$ cat config.mk
export PLATFORM = sky130hd
export DESIGN_NAME = fmul32
export DESIGN_NICKNAME = d
export VERILOG_FILES = /design/src/rtl/fmul_pkg.sv /design/src/rtl/fmul_classify.sv /design/src/rtl/fmul_norm_round.sv /design/src/rtl/fmul_resolve.sv /design/src/rtl/fmul32.sv
export SDC_FILE = /design/constraint.sdc
export NUM_CORES = 2
export LEC_CHECK = 0
export CAP_MARGIN = 20
export CORE_ASPECT_RATIO = 0.5
export CORE_UTILIZATION = 60
export DETAILED_ROUTE_END_ITERATION = 8
export PLACE_DENSITY = 0.77
export SETUP_SLACK_MARGIN = 0.1
export SKIP_LAST_GASP = 1
export SYNTH_ARGS = -nofsm -noshare
export SYNTH_HDL_FRONTEND = slang
export SYNTH_HIERARCHICAL = 1
export SYNTH_SLANG_ARGS = --single-unit
$ cat constraint.sdc
create_clock -name clk_i -period 8.1 [get_ports clk_i]
set_clock_uncertainty 0.05 [all_clocks]
set_input_delay 1.62 -clock clk_i [delete_from_list [all_inputs] [get_ports clk_i]]
set_output_delay 1.62 -clock clk_i [all_outputs]
set_load 0.02 [all_outputs]
$ cat src/rtl/fmul_pkg.sv
package fmul_pkg;
  typedef enum logic [1:0] {
    CLS_ZERO = 2'd0,
    CLS_NORM = 2'd1,
    CLS_INF  = 2'd2,
    CLS_NAN  = 2'd3
  } fp_cls_e;
endpackage

$ cat src/rtl/fmul_classify.sv
module fmul_classify
  import fmul_pkg::*;
#(
  parameter int EXP_W  = 8,
  parameter int FRAC_W = 23
) (
  input  logic [EXP_W+FRAC_W:0] op_i,
  output logic                  sign_o,
  output fp_cls_e               cls_o,
  output logic [EXP_W-1:0]      exp_o,
  output logic [FRAC_W:0]       sig_o
);
  logic [FRAC_W-1:0] frac;

  assign sign_o = op_i[EXP_W+FRAC_W];
  assign exp_o  = op_i[FRAC_W +: EXP_W];
  assign frac   = op_i[FRAC_W-1:0];
  assign sig_o  = {1'b1, frac};

  always_comb begin
    if (exp_o == '0)       cls_o = CLS_ZERO;  // subnormals treated as zero
    else if (&exp_o)       cls_o = (frac == '0) ? CLS_INF : CLS_NAN;
    else                   cls_o = CLS_NORM;
  end
endmodule

$ cat src/rtl/fmul_norm_round.sv
module fmul_norm_round #(
  parameter int EXP_W  = 8,
  parameter int FRAC_W = 23,
  localparam int SIG_W  = FRAC_W + 1,
  localparam int PROD_W = 2 * SIG_W,
  localparam int ESW    = EXP_W + 2
) (
  input  logic [PROD_W-1:0]     prod_i,
  input  logic signed [ESW-1:0] exp_i,
  output logic [FRAC_W-1:0]     frac_o,
  output logic signed [ESW-1:0] exp_o
);
  logic              top;
  logic [PROD_W-2:0] norm;
  logic [FRAC_W-1:0] kept;
  logic              guard, rnd, sticky, round_up;
  logic [FRAC_W:0]   sum;

  // product lies in [1,4): one right shift at most
  assign top  = prod_i[PROD_W-1];
  assign norm = top ? prod_i[PROD_W-2:0] : {prod_i[PROD_W-3:0], 1'b0};

  assign kept   = norm[PROD_W-2 -: FRAC_W];
  assign guard  = norm[PROD_W-2-FRAC_W];
  assign rnd    = norm[PROD_W-3-FRAC_W];
  assign sticky = |norm[PROD_W-4-FRAC_W:0];

  assign round_up = guard & (rnd | sticky | kept[0]);
  assign sum      = {1'b0, kept} + (FRAC_W+1)'(round_up);

  // carry out leaves an all-zero fraction and bumps the exponent
  assign frac_o = sum[FRAC_W-1:0];
  assign exp_o  = exp_i + ESW'(top) + ESW'(sum[FRAC_W]);
endmodule

$ cat src/rtl/fmul_resolve.sv
module fmul_resolve
  import fmul_pkg::*;
#(
  parameter int EXP_W  = 8,
  parameter int FRAC_W = 23,
  localparam int W     = 1 + EXP_W + FRAC_W,
  localparam int ESW   = EXP_W + 2
) (
  input  logic                  sign_i,
  input  fp_cls_e               cls_a_i,
  input  fp_cls_e               cls_b_i,
  input  logic signed [ESW-1:0] exp_i,
  input  logic [FRAC_W-1:0]     frac_i,
  output logic [W-1:0]          result_o,
  output logic                  ovf_o,
  output logic                  udf_o,
  output logic                  inv_o
);
  localparam logic signed [ESW-1:0] EXP_TOP = ESW'(2**EXP_W - 1);
  localparam logic [W-1:0] QNAN = {1'b0, {EXP_W{1'b1}}, 1'b1, {(FRAC_W-1){1'b0}}};

  logic any_nan, any_inf, any_zero;

  assign any_nan  = (cls_a_i == CLS_NAN)  || (cls_b_i == CLS_NAN);
  assign any_inf  = (cls_a_i == CLS_INF)  || (cls_b_i == CLS_INF);
  assign any_zero = (cls_a_i == CLS_ZERO) || (cls_b_i == CLS_ZERO);

  always_comb begin
    result_o = '0;
    ovf_o    = 1'b0;
    udf_o    = 1'b0;
    inv_o    = 1'b0;
    if (any_nan || (any_inf && any_zero)) begin
      result_o = QNAN;
      inv_o    = 1'b1;
    end else if (any_inf) begin
      result_o = {sign_i, {EXP_W{1'b1}}, {FRAC_W{1'b0}}};
    end else if (any_zero) begin
      result_o = {sign_i, {(W-1){1'b0}}};
    end else if (exp_i >= EXP_TOP) begin
      result_o = {sign_i, {EXP_W{1'b1}}, {FRAC_W{1'b0}}};
      ovf_o    = 1'b1;
    end else if (exp_i <= 0) begin
      result_o = {sign_i, {(W-1){1'b0}}};
      udf_o    = 1'b1;
    end else begin
      result_o = {sign_i, exp_i[EXP_W-1:0], frac_i};
    end
  end
endmodule

$ cat src/rtl/fmul32.sv
module fmul32
  import fmul_pkg::*;
#(
  parameter int EXP_W  = 8,
  parameter int FRAC_W = 23,
  localparam int W      = 1 + EXP_W + FRAC_W,
  localparam int SIG_W  = FRAC_W + 1,
  localparam int PROD_W = 2 * SIG_W,
  localparam int ESW    = EXP_W + 2,
  localparam int BIAS   = 2**(EXP_W-1) - 1
) (
  input  logic         clk_i,
  input  logic         rst_ni,
  input  logic         valid_i,
  input  logic [W-1:0] a_i,
  input  logic [W-1:0] b_i,
  output logic         valid_o,
  output logic [W-1:0] result_o,
  output logic         overflow_o,
  output logic         underflow_o,
  output logic         invalid_o
);
  localparam logic [W-1:0] QNAN = {1'b0, {EXP_W{1'b1}}, 1'b1, {(FRAC_W-1){1'b0}}};

  // stage 0: classify both operands
  logic [W-1:0]       ops  [2];
  logic               sgn  [2];
  fp_cls_e            cls  [2];
  logic [EXP_W-1:0]   expf [2];
  logic [SIG_W-1:0]   sig  [2];

  assign ops[0] = a_i;
  assign ops[1] = b_i;

  for (genvar g = 0; g < 2; g++) begin : g_cls
    fmul_classify #(.EXP_W(EXP_W), .FRAC_W(FRAC_W)) u_cls (
      .op_i  (ops[g]),
      .sign_o(sgn[g]),
      .cls_o (cls[g]),
      .exp_o (expf[g]),
      .sig_o (sig[g])
    );
  end

  logic [PROD_W-1:0]     prod_d;
  logic signed [ESW-1:0] exp_d;

  assign prod_d = PROD_W'(sig[0]) * PROD_W'(sig[1]);
  assign exp_d  = ESW'(expf[0]) + ESW'(expf[1]) - ESW'(BIAS);

  // stage 1 registers
  logic                  v1_q, sign1_q;
  fp_cls_e               cla1_q, clb1_q;
  logic [PROD_W-1:0]     prod1_q;
  logic signed [ESW-1:0] exp1_q;

  always_ff @(posedge clk_i or negedge rst_ni) begin
    if (!rst_ni) begin
      v1_q    <= 1'b0;
      sign1_q <= 1'b0;
      cla1_q  <= CLS_ZERO;
      clb1_q  <= CLS_ZERO;
      prod1_q <= '0;
      exp1_q  <= '0;
    end else begin
      v1_q <= valid_i;
      if (valid_i) begin
        sign1_q <= sgn[0] ^ sgn[1];
        cla1_q  <= cls[0];
        clb1_q  <= cls[1];
        prod1_q <= prod_d;
        exp1_q  <= exp_d;
      end
    end
  end

  // stage 2: normalise, round, resolve
  logic [FRAC_W-1:0]     frac_r;
  logic signed [ESW-1:0] exp_r;
  logic [W-1:0]          res_d;
  logic                  ovf_d, udf_d, inv_d;

  fmul_norm_round #(.EXP_W(EXP_W), .FRAC_W(FRAC_W)) u_round (
    .prod_i(prod1_q),
    .exp_i (exp1_q),
    .frac_o(frac_r),
    .exp_o (exp_r)
  );

  fmul_resolve #(.EXP_W(EXP_W), .FRAC_W(FRAC_W)) u_resolve (
    .sign_i  (sign1_q),
    .cls_a_i (cla1_q),
    .cls_b_i (clb1_q),
    .exp_i   (exp_r),
    .frac_i  (frac_r),
    .result_o(res_d),
    .ovf_o   (ovf_d),
    .udf_o   (udf_d),
    .inv_o   (inv_d)
  );

  always_ff @(posedge clk_i or negedge rst_ni) begin
    if (!rst_ni) begin
      valid_o     <= 1'b0;
      result_o    <= '0;
      overflow_o  <= 1'b0;
      underflow_o <= 1'b0;
      invalid_o   <= 1'b0;
    end else begin
      valid_o <= v1_q;
      if (v1_q) begin
        result_o    <= res_d;
        overflow_o  <= ovf_d;
        underflow_o <= udf_d;
        invalid_o   <= inv_d;
      end
    end
  end

  // normal x normal significand product lies in [1,4)
  assert_prod_range_R1: assert property (@(posedge clk_i) disable iff (!rst_ni)
    (v1_q && cla1_q == CLS_NORM && clb1_q == CLS_NORM) |-> (prod1_q[PROD_W-1:PROD_W-2] != 2'b00));

  assert_sign_xor_R2: assert property (@(posedge clk_i) disable iff (!rst_ni)
    (valid_o && !invalid_o) |-> (result_o[W-1] == $past(sign1_q)));

  assert_ovf_inf_R3: assert property (@(posedge clk_i) disable iff (!rst_ni)
    overflow_o |-> (result_o[W-2:0] == {{EXP_W{1'b1}}, {FRAC_W{1'b0}}}));

  assert_udf_zero_R4: assert property (@(posedge clk_i) disable iff (!rst_ni)
    underflow_o |-> (result_o[W-2:0] == '0));

  assert_nan_code_R7: assert property (@(posedge clk_i) disable iff (!rst_ni)
    invalid_o |-> (result_o == QNAN));

  assert_flag_excl_R7: assert property (@(posedge clk_i) disable iff (!rst_ni)
    $onehot0({overflow_o, underflow_o, invalid_o}));
endmodule

## Word level (Yosys, flattened, before mapping)

Cells that the tools add are included.

- Register bits: 100
- Latch bits: 0
- RAM bits: 0
- Memory bits (read-only): 0
- Bits of input ports: 67
- Output and inout port bits: 36
- Word-level logic and storage cells: 63
- Memories kept: 0

- $add $sub $neg: 5
- Multiply operators: 1
- Div/mod/pow operators: 0
- $lt $le $gt $ge: 2
- Equal/unequal tests: 4
- Shift operators: 0
- Mux-type cells: 22
- Bitwise operators: 4
- Reduce and logical (&&, ||, !) cells: 14

Operator list:

| operator | count |
|---|---|
| two-way mux 31 bit | 4 |
| multiplier 24 x 24 -> 48 bit | 1 |
| two-way mux 47 bit | 1 |
| zero test 23 bit | 2 |
| two-way mux 32 bit | 1 |
| adder 23 x 1 -> 24 bit | 1 |
| OR reduction 22 bit | 1 |
| adder 10 x 1 -> 10 bit | 2 |
| zero test 8 bit | 2 |
| AND reduction 8 bit | 2 |
| two-way mux 1 bit | 12 |
| greater-or-equal comparator 10 x 9 -> 1 bit, second input constant | 1 |
| less-or-equal comparator 10 x 1 -> 1 bit, second input constant | 1 |
| subtractor 9 x 7 -> 10 bit, second input constant | 1 |
| adder 8 x 8 -> 9 bit | 1 |
| == test 2 bit, second input constant | 4 |
| two-way mux 2 bit | 4 |
| zero test 2 bit | 2 |
| logical OR 1 bit | 4 |
| OR 1 bit | 2 |
| bitwise AND 1 bit | 1 |
| logical AND 1 bit | 1 |
| bitwise XOR 1 bit | 1 |

## Depth between registers and ports, before layout

- Word-level depth: 13
- Depth in mapped cells: 28
- Mapped depth without buffers: 25

## By module

The synthesis kept the hierarchy.

Modules (own cells, without submodules):

| module | times used | cells each | area each (um2) | sequential area each (um2) |
|---|---|---|---|---|
| fmul32 | 1 | 2,450 | 23,048.4 | 2,502.4 |
| fmul_norm_round | 1 | 191 | 1,355.0 | 0.0 |
| fmul_classify | 2 | 48 | 347.8 | 0.0 |
| fmul_resolve | 1 | 87 | 663.1 | 0.0 |

## Least setup slack after synthesis

Ideal clock, no wire load.

- Path kind: input-to-reg
- Start point: input a_i[13]
- End point: register prod1_q[47]
- Library setup time: 0.125 ns
- Arrival time: 8.047 ns
- Required time: 7.925 ns
- Setup slack: -0.122 ns
- Stages on the path: 27
- Path buffers: 2
- Path through: buf_4 -> clkbuf_1 -> nand2_1 -> fa_1 -> inv_1 -> fa_1 -> inv_1 -> fa_1 -> inv_1 -> fa_1 -> inv_1 -> fa_1 -> inv_1 -> fa_1 -> inv_1 -> fa_1 -> inv_1 -> ha_1 -> and3_1 -> nand2_1 -> or2_0 -> o21bai_2 -> o22a_1 -> a21oi_1 -> o311a_1 -> xnor2_1 -> mux2_2

- Longest elaborated chain between the ends: 1

RTL lines:

| element | RTL line | text |
|---|---|---|
| start, declared | fmul32.sv:15 | `input logic [W-1:0] a_i,` |
| multiplier 24 x 24 -> 48 bit | fmul32.sv:48 | `assign prod_d = PROD_W'(sig[0]) * PROD_W'(sig[1]);` |
| end signal, assigned | fmul32.sv:71 | `prod1_q <= prod_d;` |
| end, declared | fmul32.sv:54 | `logic [PROD_W-1:0] prod1_q;` |

No other way between the ends.
A chain may end at the register's enable or synchronous reset.

## Final worst setup path

- Start point: input a_i[16]
- End point: register prod1_q[45]

Same word-level chain as after synthesis.

==> summary.txt <==
Run status
  • Outcome: finished, final reports clean

Global route
  • Largest net degree at the start of global routing: 86
  • Global-route wire length before repair: between 100 and 150 mm
  • GRT overflow: 0
  • GR Util All Layers: 32.7%
  • Initial antenna violation count: 0
  • Vias in the first global route: 21300

Finish
  • Most frequent cells in the layout: 566 x inv_1, 454 x fa_1, 321 x nand2_1
  • Commonest non-fill, non-tap cell in the layout: inv_1
  • Layout cell share with drive strength beyond 1: 21.5%
  • Fillers: 2837
  • N_diodes: 0
  • Layout Cells excl Fill: 3650
  • Area Overhead vs Synth: 18.4%
  • Post-layout util: 72.4%
  • Nets: 3810

Floorplanning
  • Die ar.: approximately 44000 sq um
  • Io pins: 103
  • Core Area: 42200 sq um
  • Floorplan row count: 53
  • Chip height: 149 um
  • Die extent in x: 295 um
  • Initial core utilization: approximately three fifths

Placement
  • Hpwl dp: 53.0 mm
  • Port buffer count: 102
  • Routability cong.: 0.925
  • Post-placement cell count: 3550

Logic synthesis
  • Flop and latch count out of synthesis: 100
  • Sequential-to-total area share from yosys stat: under 10%
  • Synth async-reset ratio: 100%
  • Ys Warns: 6
  • Post-Syn Area: 25800 sq um
  • Unique masters post-synth: 89
  • Mean Syn Cell Area: 9.12 sq um
  • Mapped Cells: approximately 2800
  • Post-synth top flop: dfrtp_1
  • Mapped Nets: 3566
  • Post-synth EDFFs: 0

Setup path
  • Startpoint Class: input pin
  • Critical path class: in -> reg
  • Slowest-stage cell, CP: fa_1
  • Crit-path max FO: 7
  • Most common cell on crit path: fa_1
  • Worst Path Required: 8280 ps
  • CP Capture Type: register
  • CP arrival: 8190 ps
  • Max stage delay on crit path: 580 ps

Detailed routing
  • Antenna viol nets, final: 0
  • DRC Markers: 0
  • Initial DRC Count: ~1800
  • Vias post-DR: 20800
  • Drt via density: about 5.7
  • TritonRoute pass-1 iters: 5
  • WL per Instance: between 15 and 20 um
  • WL final: 72.5 mm

Timing
  • Worst hold slack: 460 ps
  • Fin crit period: ~8000 ps
  • Actual slew at the worst max-slew pin: 1010 ps
  • Part of the cycle the worst path needs: 98.9%
  • Fmax: 125 MHz
  • Final setup viols: 0
  • Max_slew headroom: between 30% and 40%
  • Final hold vios: 0
  • RSZ-0062 raised after global routing: true
  • Final slew viol count: 0
  • TNS Setup: 0 ps

Clock network
  • CTS max path bufs: 2
  • H-tree Lvls: 3
  • Clock Root Buffer: clkbuf_16
  • Worst-path clk slew: 70 ps
  • TritonCTS buffer count: 9
  • Clock latency on the worst-skew pair: 350 ps
  • Clock sink count: 100
  • CTS tree: built

Hold path
  • Worst Hold Class: reg -> reg

Run
  • Max-cap violations: 0
-- per-stage QoR --
stage | setup WS, ps | cell area, sq um
after floorplan | 100 | 25800
after CTS | 101 | 29700
after global routing | -28.0 | 30500
after detailed placement | -547 | 28600
after global placement | -427 | 28600
final | 90.7 | 30500
-- registers in the layout, indices dropped and copies added, names as in the netlist --
| register | cells |
|---|---|
| invalid_o | 1 |
| overflow_o | 1 |
| cla1_q | 2 |
| underflow_o | 1 |
| result_o | 32 |
| prod1_q | 48 |
| v1_q | 1 |
| exp1_q | 10 |
| valid_o | 1 |
| clb1_q | 2 |
| sign1_q | 1 |
-- cells by family after synthesis --
| kind of cell | after synthesis | synth area share (%) |
|---|---|---|
| AOI/OAI and AO/OA | 206 | 5.60 |
| xor gates and xnor gates | 82 | 2.79 |
| adders and majority gates | 675 | 46.9 |
| buffers and inverters | 791 | 12.8 |
| DFF | 100 | 9.71 |
| muxes | 102 | 4.36 |
| other | 2 | 0.0292 |
| and+or+nand+nor | 866 | 17.8 |
-- cell usage after synthesis (all sizes together) (29+ instances only) --
cell / count / share of area, %
xnor2: 49 / 1.7
dfrtp: 100 / 9.7
clkbuf: 113 / 1.7
inv: 597 / 8.7
nor3: 34 / 1.0
o21ai: 38 / 0.75
nand2: 330 / 4.8
fa: 484 / 38
mux2: 81 / 3.5
buf: 81 / 2.5
xor2: 33 / 1.1
ha: 191 / 9.3
nand3: 29 / 0.58
and2: 305 / 7.4
a21oi: 71 / 1.4
nor2: 52 / 0.76
-- per-layer routing --
metal / vias to the layer above / wire length [um] / track usage, %
met5: - / 0 / 0
met4: 0 / 3690 / 8.89
met3: 270 / 6670 / 4.89
met2: 1086 / 33500 / 53.2
met1: 10400 / 28700 / 46.1
li1: 9041 / - / -
-- repair_timing --
| action | 4_1_cts | 5_1_grt |
|---|---|---|
| setup buffers | 44 | 25 |
| cloned | 9 | 7 |
| hold buffers | 0 | 0 |
| pin swaps | 59 | 128 |
| endpoints found under the setup margin | 19 | 26 |
| resized for setup | 119 | 230 |
-- final cells by class --
type                            count  area (sq um)  area share, %
Multi-Input combinational cell   1933         20600           67.5
Timing Repair Buffer              427          4170           13.7
Sequential cell                   100          2500           8.20
Inverter                          597          2240           7.34
Tap cell                          577           722           2.37
Clock buffer                        9           225          0.738
Clock inverter                      7          57.6          0.189
-- worst max-delay path, delay by kind of cell --
family	cells	cell delay, ps
AND/OR/NAND/NOR	5	700
adder cells (fa/ha/maj)	8	3980
AO/OA/AOI/OAI	5	1080
buffers and inverters	9	790
-- path summary, 6_finish.rpt --
kind	start	end	slack (ps)	depth (start not counted)
setup / recovery	a_i[16]	prod1_q[45]	90	27
hold / removal	prod1_q[16]	prod1_q[16]	460	1
setup reg to reg	prod1_q[47]	result_o[19]	3050	15
hold reg to reg	prod1_q[16]	prod1_q[16]	460	1
max in group asynchronous	rst_ni	prod1_q[43]	5650	2
min in group asynchronous	rst_ni	result_o[7]	1220	1
Power is left out: the tool's default activity adds up to more than one toggle a clock period on the data nets, which glitch-free logic cannot reach.
